[config.mk]
export PLATFORM = sky130hd
export DESIGN_NAME = traceFlushCtl
export DESIGN_NICKNAME = d
export VERILOG_FILES = /design/src/rtl/traceFlushPkg.sv /design/src/rtl/traceSyncEdge.sv /design/src/rtl/traceFlushDp.sv /design/src/rtl/traceFlushCtrl.sv /design/src/rtl/traceFlushCtl.sv
export SDC_FILE = /design/constraint.sdc
export NUM_CORES = 1
export LEC_CHECK = 0
export ABC_CLOCK_PERIOD_IN_PS = 2100
export CAP_MARGIN = 20
export CELL_PAD_IN_SITES_DETAIL_PLACEMENT = 0
export CELL_PAD_IN_SITES_GLOBAL_PLACEMENT = 2
export CORE_MARGIN = 2
export CORE_UTILIZATION = 25
export CTS_CLUSTER_SIZE = 16
export DETAILED_ROUTE_END_ITERATION = 12
export PLACE_DENSITY = 0.78
export SLEW_MARGIN = 20
export SYNTH_ARGS = -nofsm -noshare
export SYNTH_HDL_FRONTEND = slang
export SYNTH_HIERARCHICAL = 1
export SYNTH_SLANG_ARGS = --single-unit
[constraint.sdc]
create_clock -name clk -period 2.1 [get_ports clk]
set_clock_uncertainty 0.15 [all_clocks]
set_input_delay 0.42 -clock clk [delete_from_list [all_inputs] [get_ports clk]]
set_output_delay 0.42 -clock clk [all_outputs]
set_load 0.02 [all_outputs]
[src/rtl/traceFlushPkg.sv]
package traceFlushPkg;

  localparam int CTRL_W = 16;

  // control register bit positions
  localparam int B_FMT      = 0;
  localparam int B_CONT     = 1;
  localparam int B_FL_EXT   = 4;
  localparam int B_FL_TRIG  = 5;
  localparam int B_FL_MAN   = 6;
  localparam int B_IND_IN   = 8;
  localparam int B_IND_EVT  = 9;
  localparam int B_IND_FL   = 10;
  localparam int B_STOP_FL  = 12;
  localparam int B_STOP_TRG = 13;

  typedef enum logic [1:0] {
    SRC_NONE = 2'd0,
    SRC_EXT  = 2'd1,
    SRC_TRIG = 2'd2,
    SRC_MAN  = 2'd3
  } flushSrc_e;

  typedef enum logic [1:0] {
    ST_IDLE = 2'd0,
    ST_REQ  = 2'd1,
    ST_GAP  = 2'd2
  } arbState_e;

  // control -> datapath strobes
  typedef struct packed {
    logic cntDec;
  } dpStrobe_t;

  // datapath -> control events
  typedef struct packed {
    logic flushInRise;
    logic trigInRise;
    logic trigEvent;
  } dpEvent_t;

endpackage

[src/rtl/traceSyncEdge.sv]
module traceSyncEdge #(
  parameter int STAGES = 2
) (
  input  logic clk,
  input  logic rstN,
  input  logic asyncIn,
  output logic rise
);
  logic [STAGES:0] chain;

  always_ff @(posedge clk) begin
    if (!rstN) chain <= '0;
    else       chain <= {chain[STAGES-1:0], asyncIn};
  end

  assign rise = chain[STAGES-1] & ~chain[STAGES];
endmodule

[src/rtl/traceFlushDp.sv]
module traceFlushDp
  import traceFlushPkg::*;
#(
  parameter int CNT_W       = 8,
  parameter int SYNC_STAGES = 2
) (
  input  logic             clk,
  input  logic             rstN,
  input  logic             flushInAsync,
  input  logic             trigInAsync,
  input  logic             cntLoadEn,
  input  logic [CNT_W-1:0] cntLoadVal,
  input  dpStrobe_t        strobe,
  output dpEvent_t         evt
);
  localparam int NUM_SYNC = 2;

  logic [NUM_SYNC-1:0] asyncVec;
  logic [NUM_SYNC-1:0] riseVec;
  logic [CNT_W-1:0]    cnt;

  assign asyncVec = {trigInAsync, flushInAsync};

  for (genvar i = 0; i < NUM_SYNC; i++) begin : gSync
    traceSyncEdge #(.STAGES(SYNC_STAGES)) uSync (
      .clk    (clk),
      .rstN   (rstN),
      .asyncIn(asyncVec[i]),
      .rise   (riseVec[i])
    );
  end

  always_ff @(posedge clk) begin
    if (!rstN)                              cnt <= '0;
    else if (cntLoadEn)                     cnt <= cntLoadVal;
    else if (strobe.cntDec && cnt != '0)    cnt <= cnt - CNT_W'(1);
  end

  always_comb begin
    evt.flushInRise = riseVec[0];
    evt.trigInRise  = riseVec[1];
    evt.trigEvent   = !cntLoadEn &&
                      ((cnt == CNT_W'(1) && strobe.cntDec) ||
                       (cnt == '0 && riseVec[1]));
  end

  // a running count steps down by one per accepted beat
  p_cnt_step_r6: assert property (@(posedge clk) disable iff (!rstN)
    (!cntLoadEn && strobe.cntDec && cnt != '0) |=> cnt == $past(cnt) - CNT_W'(1));

  // a loaded value is taken as is
  p_cnt_load_r6: assert property (@(posedge clk) disable iff (!rstN)
    cntLoadEn |=> cnt == $past(cntLoadVal));
endmodule

[src/rtl/traceFlushCtrl.sv]
module traceFlushCtrl
  import traceFlushPkg::*;
(
  input  logic              clk,
  input  logic              rstN,
  input  logic              regWrEn,
  input  logic [CTRL_W-1:0] regWrData,
  output logic [CTRL_W-1:0] regRdData,
  input  logic              runReq,
  input  logic              flushAck,
  input  logic              traceValid,
  input  logic              fmtReady,
  input  dpEvent_t          evt,
  output dpStrobe_t         strobe,
  output logic              flushReq,
  output logic [1:0]        flushSrc,
  output logic              traceReady,
  output logic              beatKeep,
  output logic              stopped,
  output logic              trigOut,
  output logic [1:0]        fmtMode
);
  logic [1:0] modeBits;
  logic enFlExt, enFlTrig, manBit;
  logic indIn, indEvt, indFl, stopFl, stopTrg;
  logic pendExt, pendTrig;
  logic wrMan, grant, flushDone;
  arbState_e state, nextState;
  flushSrc_e srcReg, grantSrc;

  assign wrMan = regWrEn & regWrData[B_FL_MAN];

  // configuration fields
  always_ff @(posedge clk) begin
    if (!rstN) begin
      modeBits <= 2'b00;
      enFlExt  <= 1'b0;
      enFlTrig <= 1'b0;
      indIn    <= 1'b0;
      indEvt   <= 1'b0;
      indFl    <= 1'b0;
      stopFl   <= 1'b0;
      stopTrg  <= 1'b0;
    end else if (regWrEn) begin
      if (stopped) modeBits <= {regWrData[B_CONT], regWrData[B_FMT]};
      enFlExt  <= regWrData[B_FL_EXT];
      enFlTrig <= regWrData[B_FL_TRIG];
      indIn    <= regWrData[B_IND_IN];
      indEvt   <= regWrData[B_IND_EVT];
      indFl    <= regWrData[B_IND_FL];
      stopFl   <= regWrData[B_STOP_FL];
      stopTrg  <= regWrData[B_STOP_TRG];
    end
  end

  always_comb begin
    regRdData             = '0;
    regRdData[B_FMT]      = modeBits[0];
    regRdData[B_CONT]     = modeBits[1];
    regRdData[B_FL_EXT]   = enFlExt;
    regRdData[B_FL_TRIG]  = enFlTrig;
    regRdData[B_FL_MAN]   = manBit;
    regRdData[B_IND_IN]   = indIn;
    regRdData[B_IND_EVT]  = indEvt;
    regRdData[B_IND_FL]   = indFl;
    regRdData[B_STOP_FL]  = stopFl;
    regRdData[B_STOP_TRG] = stopTrg;
  end

  always_comb begin
    if (modeBits[1])      fmtMode = 2'b10;
    else if (modeBits[0]) fmtMode = 2'b01;
    else                  fmtMode = 2'b00;
  end

  // flush arbitration
  always_comb begin
    if (pendExt)       grantSrc = SRC_EXT;
    else if (pendTrig) grantSrc = SRC_TRIG;
    else if (manBit)   grantSrc = SRC_MAN;
    else               grantSrc = SRC_NONE;
  end

  assign grant     = (state == ST_IDLE) && (grantSrc != SRC_NONE);
  assign flushDone = (state == ST_REQ) && flushAck;

  always_comb begin
    nextState = state;
    case (state)
      ST_IDLE: if (grant) nextState = ST_REQ;
      ST_REQ:  if (flushAck) nextState = ST_GAP;
      ST_GAP:  nextState = ST_IDLE;
      default: nextState = ST_IDLE;
    endcase
  end

  always_ff @(posedge clk) begin
    if (!rstN) begin
      state    <= ST_IDLE;
      srcReg   <= SRC_NONE;
      pendExt  <= 1'b0;
      pendTrig <= 1'b0;
      manBit   <= 1'b0;
    end else begin
      state    <= nextState;
      if (grant) srcReg <= grantSrc;
      pendExt  <= (pendExt  & ~(grant && grantSrc == SRC_EXT))
                | (evt.flushInRise & enFlExt);
      pendTrig <= (pendTrig & ~(grant && grantSrc == SRC_TRIG))
                | (evt.trigEvent & enFlTrig);
      if (wrMan)                                  manBit <= 1'b1;
      else if (flushDone && srcReg == SRC_MAN)    manBit <= 1'b0;
    end
  end

  assign flushReq = (state == ST_REQ);
  assign flushSrc = (state == ST_REQ) ? srcReg : SRC_NONE;

  // stop, ready and trigger indication
  always_ff @(posedge clk) begin
    if (!rstN) begin
      stopped <= 1'b1;
      trigOut <= 1'b0;
    end else begin
      if ((stopTrg & evt.trigEvent) | (stopFl & flushDone)) stopped <= 1'b1;
      else if (runReq)                                      stopped <= 1'b0;
      trigOut <= (indIn & evt.trigInRise) | (indEvt & evt.trigEvent)
               | (indFl & flushDone);
    end
  end

  assign traceReady    = stopped | fmtReady;
  assign beatKeep      = traceValid & fmtReady & ~stopped;
  assign strobe.cntDec = beatKeep;

  // request and source hold until acknowledged
  p_req_hold_r5: assert property (@(posedge clk) disable iff (!rstN)
    (flushReq && !flushAck) |=> (flushReq && $stable(flushSrc)));

  // request stays low the cycle after it drops
  p_req_gap_r5: assert property (@(posedge clk) disable iff (!rstN)
    $fell(flushReq) |=> !flushReq);

  // a pending external flush is always served next
  p_ext_first_r4: assert property (@(posedge clk) disable iff (!rstN)
    (state == ST_IDLE && pendExt) |=> flushSrc == SRC_EXT);

  // manual bit clears after its flush is acknowledged
  p_man_clear_r3: assert property (@(posedge clk) disable iff (!rstN)
    (flushDone && srcReg == SRC_MAN && !wrMan) |=> !regRdData[B_FL_MAN]);

  // mode locked while running
  p_mode_lock_r2: assert property (@(posedge clk) disable iff (!rstN)
    !stopped |=> $stable(fmtMode));

  // stopped keeps input ready and discards beats
  p_stop_ready_r10: assert property (@(posedge clk) disable iff (!rstN)
    stopped |-> (traceReady && !beatKeep));
endmodule

[src/rtl/traceFlushCtl.sv]
module traceFlushCtl
  import traceFlushPkg::*;
#(
  parameter int CNT_W       = 8,
  parameter int SYNC_STAGES = 2
) (
  input  logic              clk,
  input  logic              rstN,
  input  logic              regWrEn,
  input  logic [CTRL_W-1:0] regWrData,
  output logic [CTRL_W-1:0] regRdData,
  input  logic              runReq,
  input  logic              cntLoadEn,
  input  logic [CNT_W-1:0]  cntLoadVal,
  input  logic              flushInAsync,
  input  logic              trigInAsync,
  output logic              flushReq,
  input  logic              flushAck,
  output logic [1:0]        flushSrc,
  input  logic              traceValid,
  input  logic              fmtReady,
  output logic              traceReady,
  output logic              beatKeep,
  output logic              stopped,
  output logic              trigOut,
  output logic [1:0]        fmtMode
);
  dpStrobe_t strobe;
  dpEvent_t  evt;

  traceFlushDp #(.CNT_W(CNT_W), .SYNC_STAGES(SYNC_STAGES)) uDp (
    .clk         (clk),
    .rstN        (rstN),
    .flushInAsync(flushInAsync),
    .trigInAsync (trigInAsync),
    .cntLoadEn   (cntLoadEn),
    .cntLoadVal  (cntLoadVal),
    .strobe      (strobe),
    .evt         (evt)
  );

  traceFlushCtrl uCtrl (
    .clk       (clk),
    .rstN      (rstN),
    .regWrEn   (regWrEn),
    .regWrData (regWrData),
    .regRdData (regRdData),
    .runReq    (runReq),
    .flushAck  (flushAck),
    .traceValid(traceValid),
    .fmtReady  (fmtReady),
    .evt       (evt),
    .strobe    (strobe),
    .flushReq  (flushReq),
    .flushSrc  (flushSrc),
    .traceReady(traceReady),
    .beatKeep  (beatKeep),
    .stopped   (stopped),
    .trigOut   (trigOut),
    .fmtMode   (fmtMode)
  );
endmodule

==> results of run 1 <==
-- kinds of logic after synthesis --
kind of cell	count (synthesis)	synth area share
compound gates	35	0.148
fa+ha+maj	3	0.0243
mux	8	0.0518
buf+inv	29	0.115
other cells	1	0.00243
flops	32	0.415
xor+xnor	1	0.00567
simple gates	63	0.238
-- path summary, 6_finish.rpt --
check,endpoint,slack (ps),depth (start not counted)
worst max register to register,uDp/cnt[5],200,6
worst min register to register,uDp/gSync[1].uSync/chain[1],280,1
worst min-delay path,uDp/gSync[1].uSync/chain[1],280,1
worst max-delay path,uDp/cnt[5],60,7
-- cell usage in the layout (no fill, tap or decap), types with 2 or more instances in the layout --
cell type / count
a21oi_1: 10
a22oi_1: 2
a31oi_1: 2
and2_1: 6
and2_2: 2
and3_4: 2
buf_4: 10
clkbuf_8: 5
clkdlybuf4s50_1: 41
conb_1: 6
dfxtp_1: 31
dlygate4sd2_1: 4
ha_1: 3
inv_1: 7
mux2i_1: 8
nand2_1: 10
nand3_1: 11
nand4_1: 2
nor2_1: 12
nor2b_4: 3
nor3_1: 3
nor4_1: 2
o2111ai_1: 3
o21ai_0: 9
o31a_2: 2
-- sequential cells by signal, summed over array words and instances, names as in the netlist, 2 cells and up --
name / count
uCtrl/modeBits: 2
uCtrl/srcReg: 2
uCtrl/state: 2
uDp/cnt: 8
uDp/gSync.uSync/chain: 6
-- cell type report --
type | count | area [sq um] | area share
Clock buffer | 5 | 68.8 | 0.0317
Multi-Input combinational cell | 116 | 761 | 0.350
Sequential cell | 32 | 642 | 0.296
Clock inverter | 3 | 42.5 | 0.0196
Timing Repair Buffer | 56 | 533 | 0.246
Tap cell | 75 | 93.8 | 0.0432
Inverter | 8 | 30.0 | 0.0138
-- stage by stage --
stage | TNS (ps) | std cells | instance area (sq um) | utilization | setup slack [ps]
CTS | 0 | 295 | 2150 | 0.361 | 9.35
detailed placement | -789 | 287 | 2050 | 0.343 | -194
floorplan | 0 | 177 | 1560 | - | 143
global placement | -771 | 287 | 2050 | 0.343 | -174
global route | -27.6 | 295 | 2170 | 0.364 | -27.6
finish | 0 | 295 | 2170 | 0.364 | 64.7
-- where the power goes --
group          switching, uW  internal (uW)
Sequential              31.1            643
Clock                    231            351
Combinational            128            141
-- worst reg2reg max path: stages, from the launching register on --
cell and delay [ps]:
dfxtp_2 380, inv_1 90, ha_1 190, nor2b_2 180, and3_4 210, or4_4 470
a31oi_1 170
-- layer usage --
layer | up-vias | track usage | routed length (um) | share of wire
li1 | 679 | - | - | -
met1 | 577 | 0.126 | 1700 | 0.48
met2 | 46 | 0.173 | 1480 | 0.42
met3 | 4 | 0.0370 | 310 | 0.088
met4 | 0 | 0.0393 | 28 | 0.0080
met5 | - | 0 | 0 | 0
-- repair_timing --
action	in CTS	in global routing
gates resized for setup	4	5
endpoints found under the setup margin	4	2
pin swaps	0	1
==> run summary, run 1 <==
total CTS buffers: 5
Slew Limit Fails: 0
Post-CTS Repair Setup Buffers: 0
first-pass GRT wire length: 5.39 mm
#FFs+latches synth: 32
Top FF cell, synth: dfxtp_1
CP Class: in2reg
maximum clock path buffer count: 2
Unique masters post-synth: 45
Final Hold Violating Endpoints: 0
synth top area cells: dfxtp_1, buf_4, mux2i_1
worst-path fanout max: 4
GRT overflow: 0
max cap viols: 0
GRT Util Overall: 0.105
Antenna Cells: 0
fill cell count: 629
CTS Hold Bufs: 0
vias: 1,306
CTS sink count: 32
Largest stage delay, worst path: 480 ps
leakage power: 0.000865 uW
CP Data Arrival Time: 2090 ps
# rows: 28
CTS tree: yes
Final Cycle Share: 0.969
clock slew at reported path FFs: 70 ps
Die W: 82.6 um
IO Count: 59
largest net degree at the start of global routing: 18
Routed Antenna Nets: 0
core area: 5960 sq um
drt pass-1 iters: 4
Worst-Skew Late Latency: 280 ps
syn avg cell area: 8.98 sq um
H-Tree Depth: 2
cell taking the most area after synthesis: dfxtp_1
endpoint class of the critical path: register
top cell type's share of synthesized area: 0.415
total power: 1520 uW
Die H: 82.6 um
kind of cell adding the most delay to the critical path: simple AND/OR/NAND/NOR gates
initial core utilization: 0.259
number of synthesized flops with an enable pin: 0
CP startpoint kind: input pin
Syn-to-layout area delta: 40.5%
WHS: 285 ps
number of I/O port buffers: 46
Routed wire per std cell: 11.9 um
Syn Std Cell Area: 1550 sq um
Die Area: 6830 sq um
initial antenna violation count: 0
HP Class: reg2reg
GPL Wtd Cong: 0.767
Reg2Reg Launch Point: uDp/cnt[1]
async set-or-reset flop fraction in the synthesized netlist: 0
top post-synthesis cells by count: dfxtp_1, buf_4, nor2_1, nand3_1
DRC: 0
Synth Instances: 172
sequential share of the synthesized area: 0.415
required time of the critical path: 2160 ps
share of cells above drive strength 1: 0.164
worst path cell trace: clkdlybuf4s50_1 -> and3_4 -> buf_4 -> nor3b_4 -> nand2_1 -> or4_4 -> a31oi_1
worst path bufs/invs: 2
worst setup path start: fmtReady
dpl hpwl: 2.59 mm
final net count: 256
vias per cell: 4.43
Worst path slowest cell: clkdlybuf4s50_1
Final min period: 2040 ps
final WL: 3.52 mm
outcome: finished, final reports clean
Cell Pwr Density: 702 nW/um^2
setup violators final: 0
most common cell in the synthesized netlist: dfxtp_1
vias in the first global route: 1,209
root buffer cell: clkbuf_8
peak supply drop: 0.237 mV
FMAX: 0.491 GHz
number of DRC markers in iteration 0: 30
worst hold start: uDp/gSync[1].uSync/chain[0]
YS warnings: 6
Power figures use the tool's default switching activity.
==> inputs of run 2 (changes only) <==
Settings changed: ABC_AREA from default to 1, CORE_MARGIN 2 to default, CORE_UTILIZATION 25 to 23, PLACE_DENSITY 0.78 to 0.76.
==> run summary, run 2 <==
Sequential Area: 641 sq um
drt pass-1 iters: 4
IO Count: 59
Final Cycle Share: 0.956
CP Data Arrival Time: 1440 ps
cell taking the most area after synthesis: dfxtp_1
Cell Pwr Density: 661 nW/um^2
DRC: 0
dpl hpwl: 3.12 mm
Die H: 87.7 um
Syn Std Cell Area: 1690 sq um
# rows: 30
number of synthesized flops with an enable pin: 0
CP Class: reg2out
total CTS buffers: 5
Largest regs: uDp/cnt: 8 flops, uDp/gSync.uSync/chain: 6 flops
first-pass GRT wire length: 6.38 mm
peak supply drop: 0.205 mV
GRT overflow: 0
#FFs+latches synth: 32
vias: 1,501
outcome: finished, final reports clean
Final Hold Violating Endpoints: 0
largest net degree at the start of global routing: 16
Routed Antenna Nets: 0
most common cell in the synthesized netlist: nand2_1
initial antenna violation count: 0
Synth Instances: 248
YS warnings: 6
CTS sink count: 32
H-Tree Depth: 2
kind of cell adding the most delay to the critical path: buffers and inverters
core area: 6940 sq um
initial core utilization: 0.243
worst path cell trace: inv_2 -> nor2_4 -> clkdlybuf4s50_1
setup violators final: 0
Synth Area in Simple Gates: 0.334
max cap viols: 0
WHS: 264 ps
most frequent cells in the layout: nand2_1, clkdlybuf4s50_1, nor2_1
GPL Wtd Cong: 0.783
Slew Limit Fails: 0
root buffer cell: clkbuf_8
total power: 1510 uW
max FFs per register: 8
Largest stage delay, worst path: 630 ps
Post-CTS Repair Setup Buffers: 0
required time of the critical path: 1530 ps
clock slew at reported path FFs: 70 ps
Unique masters post-synth: 28
post-CTS resize count: 4
post-synthesis compound-gate area fraction: 0.0963
multi-input combinational cell area: 787 sq um
FMAX: 0.498 GHz
HP Class: reg2reg
Worst path slowest cell: clkdlybuf4s50_1
leakage power: 0.00104 uW
number of DRC markers in iteration 0: 61
sequential share of the synthesized area: 0.379
Biggest register: uDp/cnt
top cell type's share of synthesized area: 0.379
Setup TNS: 0 ps
vias per cell: 3.86
top post-synthesis cells by count: nand2_1, nor2_1, dfxtp_1, inv_1, nand3_1
Die W: 87.7 um
Routed wire per std cell: 10.1 um
vias in the first global route: 1,334
final net count: 329
fill cell count: 771
XOR/XNOR share of the synthesized area: 0
endpoint class of the critical path: output pin
number of I/O port buffers: 46
Worst-Skew Late Latency: 290 ps
Antenna Cells: 0
Post-Synth Adder-Cell Area: 0.0222
CP startpoint kind: register
async set-or-reset flop fraction in the synthesized netlist: 0
maximum clock path buffer count: 2
mux contribution to synthesized area: 0
CTS tree: yes
Top FF cell, synth: dfxtp_1
Syn-to-layout area delta: 35.1%
most common cell after layout, fill and taps aside: nand2_1
GRT Util Overall: 0.111
syn avg cell area: 6.81 sq um
unrepaired setup endpoints after global routing: no
Die Area: 7690 sq um
worst-path fanout max: 5
largest family of logic cells by synthesized area: simple AND/OR/NAND/NOR gates
CTS Hold Bufs: 0
share of cells above drive strength 1: 0.106
synth top area cells: dfxtp_1, nand2_1, nor2_1
final WL: 3.95 mm
Final min period: 2010 ps
worst path bufs/invs: 2
run 2: changes by cell type after synthesis, sizes merged, moves of 3 or more:
cell / before / now
and2: 8 / 0
mux2i: 8 / 0
nor2b: 5 / 0
nand3: 11 / 17
and3: 3 / 0
o21ai: 9 / 15
inv: 8 / 36
nor2: 13 / 43
nand2: 10 / 59
run 2: cell type report:
cell class,count,share of cell area
clock buffers,7,0.0378
clock inverters,1,0.00329
inverters,37,0.0614
multi-input cells,164,0.345
flip-flops and latches,32,0.281
well taps,96,0.0526
repair buffers,52,0.219
run 2: cell families after synthesis:
family | count (synthesis)
compound gates | 29
fa+ha+maj | 3
buf+inv | 57
flops | 32
other cells | 1
simple gates | 126
run 2: worst paths after layout:
path	cells after the start	start	slack [ps]	endpoint
worst min-delay path	2	uDp/gSync[0].uSync/chain[0]	260	uDp/gSync[0].uSync/chain[1]
worst max register to register	9	uDp/cnt[0]	410	uCtrl/trigOut
worst max-delay path	3	uCtrl/state[0]	90	flushReq
worst min register to register	2	uDp/gSync[0].uSync/chain[0]	260	uDp/gSync[0].uSync/chain[1]
run 2: where the power goes:
group,switching [uW],internal (uW)
Clock,233,266
Combinational,179,152
Sequential,33.7,644
Total,446,1060
run 2: worst reg2reg max path, stage by stage (launching register included):
cell and delay [ps]:
dfxtp_1 330, inv_1 170, ha_1 190, nand2_2 60
nor2_1 150, nand2_1 60, a21oi_1 260, a22o_1 180
nand2_1 40, nand2_1 60
run 2: stage by stage:
stage	area [sq um]	cells	setup WS, ps	util
floorplan	1710	253	383	-
global placement	2190	381	-132	0.316
detailed placement	2190	381	-158	0.316
CTS	2280	389	74.0	0.329
global route	2280	389	33.0	0.329
finish	2280	389	93.4	0.329
run 2: per-layer routing:
layer,share of wire,up-vias,track usage
li1,-,832,-
met4,0.020,0,0.0492
met1,0.51,620,0.151
met2,0.41,43,0.160
met5,0,-,0
met3,0.063,6,0.0339
==> inputs of run 3 (changes only) <==
Settings changed: ABC_CLOCK_PERIOD_IN_PS 2100 to 1900, CAP_MARGIN 20 to 5.
Clock period 2.1 ns to 1.9 ns, I/O delays scaled along.
==> run summary, run 3 (synthesized netlist as in run 2, its figures left out) <==
setup violators final: 0
core area: 6940 sq um
Antenna Cells: 0
crit path capture: regRdData[6]
Biggest register: uDp/cnt
CP Data Arrival Time: 1310 ps
endpoint class of the critical path: output pin
root buffer cell: clkbuf_8
final WL: 4.08 mm
worst-path fanout max: 4
Post-CTS Repair Setup Buffers: 0
vias in the first global route: 1,358
CTS tree: yes
# rows: 30
H-Tree Depth: 2
Inst Count DP: 384
Largest regs: uDp/cnt: 8 flops, uDp/gSync.uSync/chain: 6 flops
CTS Hold Bufs: 0
required time of the critical path: 1370 ps
most frequent cells in the layout: nand2_1, clkdlybuf4s50_1, nor2_1
vias: 1,525
unrepaired setup endpoints after global routing: no
share of cells above drive strength 1: 0.125
maximum clock path buffer count: 2
Routed wire per std cell: 10.4 um
CP Class: reg2out
clock slew at reported path FFs: 70 ps
Area after DPL: 2230 sq um
initial antenna violation count: 0
Die Area: 7690 sq um
Final Hold Violating Endpoints: 0
worst path bufs/invs: 1
Final Cycle Share: 0.968
Largest stage delay, worst path: 630 ps
GRT Util Overall: 0.112
max cap viols: 0
most common cell after layout, fill and taps aside: nand2_1
Worst R2R Setup Slack: 280 ps
Final min period: 1840 ps
outcome: finished, final reports clean
drt pass-1 iters: 4
final net count: 332
worst path cell trace: clkdlybuf4s50_1
initial core utilization: 0.243
R2R Path End: uCtrl/pendTrig
Worst-Skew Late Latency: 280 ps
GPL Wtd Cong: 0.778
Cell Pwr Density: 760 nW/um^2
Stages on worst setup path: 1
Routed Antenna Nets: 0
Die H: 87.7 um
GRT overflow: 0
HP Class: reg2reg
Reg2Reg Launch Point: uDp/cnt[0]
number of DRC markers in iteration 0: 60
CP startpoint kind: register
FMAX: 0.544 GHz
Slew Limit Fails: 0
leakage power: 0.00109 uW
Die W: 87.7 um
largest net degree at the start of global routing: 16
Syn-to-layout area delta: 37.6%
worst setup path start: uCtrl/manBit
DRC: 0
Worst path slowest cell: clkdlybuf4s50_1
peak supply drop: 0.220 mV
number of I/O port buffers: 46
max FFs per register: 8
R2R depth: 9
vias per cell: 3.89
Cell Count, Final, Fillers Out: 392
first-pass GRT wire length: 6.48 mm
dpl hpwl: 3.13 mm
total CTS buffers: 5
CTS sink count: 32
cell area after layout: 2320 sq um
kind of cell adding the most delay to the critical path: buffers and inverters
IO Count: 59
==> run 3: worst reg2reg max path, cell delays in order (launching register included) <==
cell	delay, ps
dfxtp_1	330
inv_2	110
ha_1	170
nand2_2	60
nor2_1	160
nand2_1	60
a21oi_1	200
buf_4	150
nand2_1	40
a21oi_1	120
==> run 3: per-stage QoR <==
stage	util	setup TNS, ps	setup slack, ps	hold slack [ps]	power [uW]
4_1_cts	0.336	0	3.82	265	1800
3_3_place_gp	0.321	-624	-251	241	1140
3_5_place_dp	0.321	-868	-288	249	1140
6_report	0.335	0	61.4	264	1770
2_1_floorplan	-	0	202	240	1000
5_1_grt	0.335	0	4.32	285	1870
==> run 3: layout make-up <==
class	instances	area [sq um]
Timing Repair Buffer	55	528
Tap cell	96	120
Clock buffer	6	72.6
Inverter	37	140
Multi-Input combinational cell	164	787
Clock inverter	2	35.0
Sequential cell	32	641
Fill cell	757	4620
==> run 3: worst min-delay path by stage <==
| stage | end | from | depth (start not counted) | slack (ps) |
|---|---|---|---|---|
| 2_1_floorplan | uDp/gSync[0].uSync/chain[1] | uDp/gSync[0].uSync/chain[0] | 2 | 240 |
| 3_3_place_gp | uDp/gSync[0].uSync/chain[1] | uDp/gSync[0].uSync/chain[0] | 2 | 240 |
| 3_5_place_dp | uDp/gSync[1].uSync/chain[1] | uDp/gSync[1].uSync/chain[0] | 2 | 250 |
| 4_1_cts | uDp/gSync[1].uSync/chain[1] | uDp/gSync[1].uSync/chain[0] | 2 | 270 |
| 5_1_grt | uDp/gSync[1].uSync/chain[1] | uDp/gSync[1].uSync/chain[0] | 2 | 280 |
| 6_report | uDp/gSync[1].uSync/chain[1] | uDp/gSync[1].uSync/chain[0] | 2 | 260 |
==> run 3: metal layers <==
metal / wire, um / share of wire / track usage / vias up
li1: - / - / - / 840
met2: 1700 / 0.42 / 0.165 / 46
met4: 54 / 0.013 / 0.0492 / 0
met1: 2080 / 0.51 / 0.150 / 635
met5: 0 / 0 / 0 / -
met3: 243 / 0.060 / 0.0339 / 4
==> run 3: what timing repair did <==
item                                    CTS  global route
resized for setup                         8             4
gates cloned                              0             0
endpoints found under the hold margin     0             0
endpoints found under the setup margin    6             4
==> run 3: where the power goes <==
| group | internal [uW] | switching, uW |
|---|---|---|
| combinational | 171 | 200 |
| sequential | 712 | 38.5 |
| clock | 389 | 256 |
| total | 1270 | 494 |
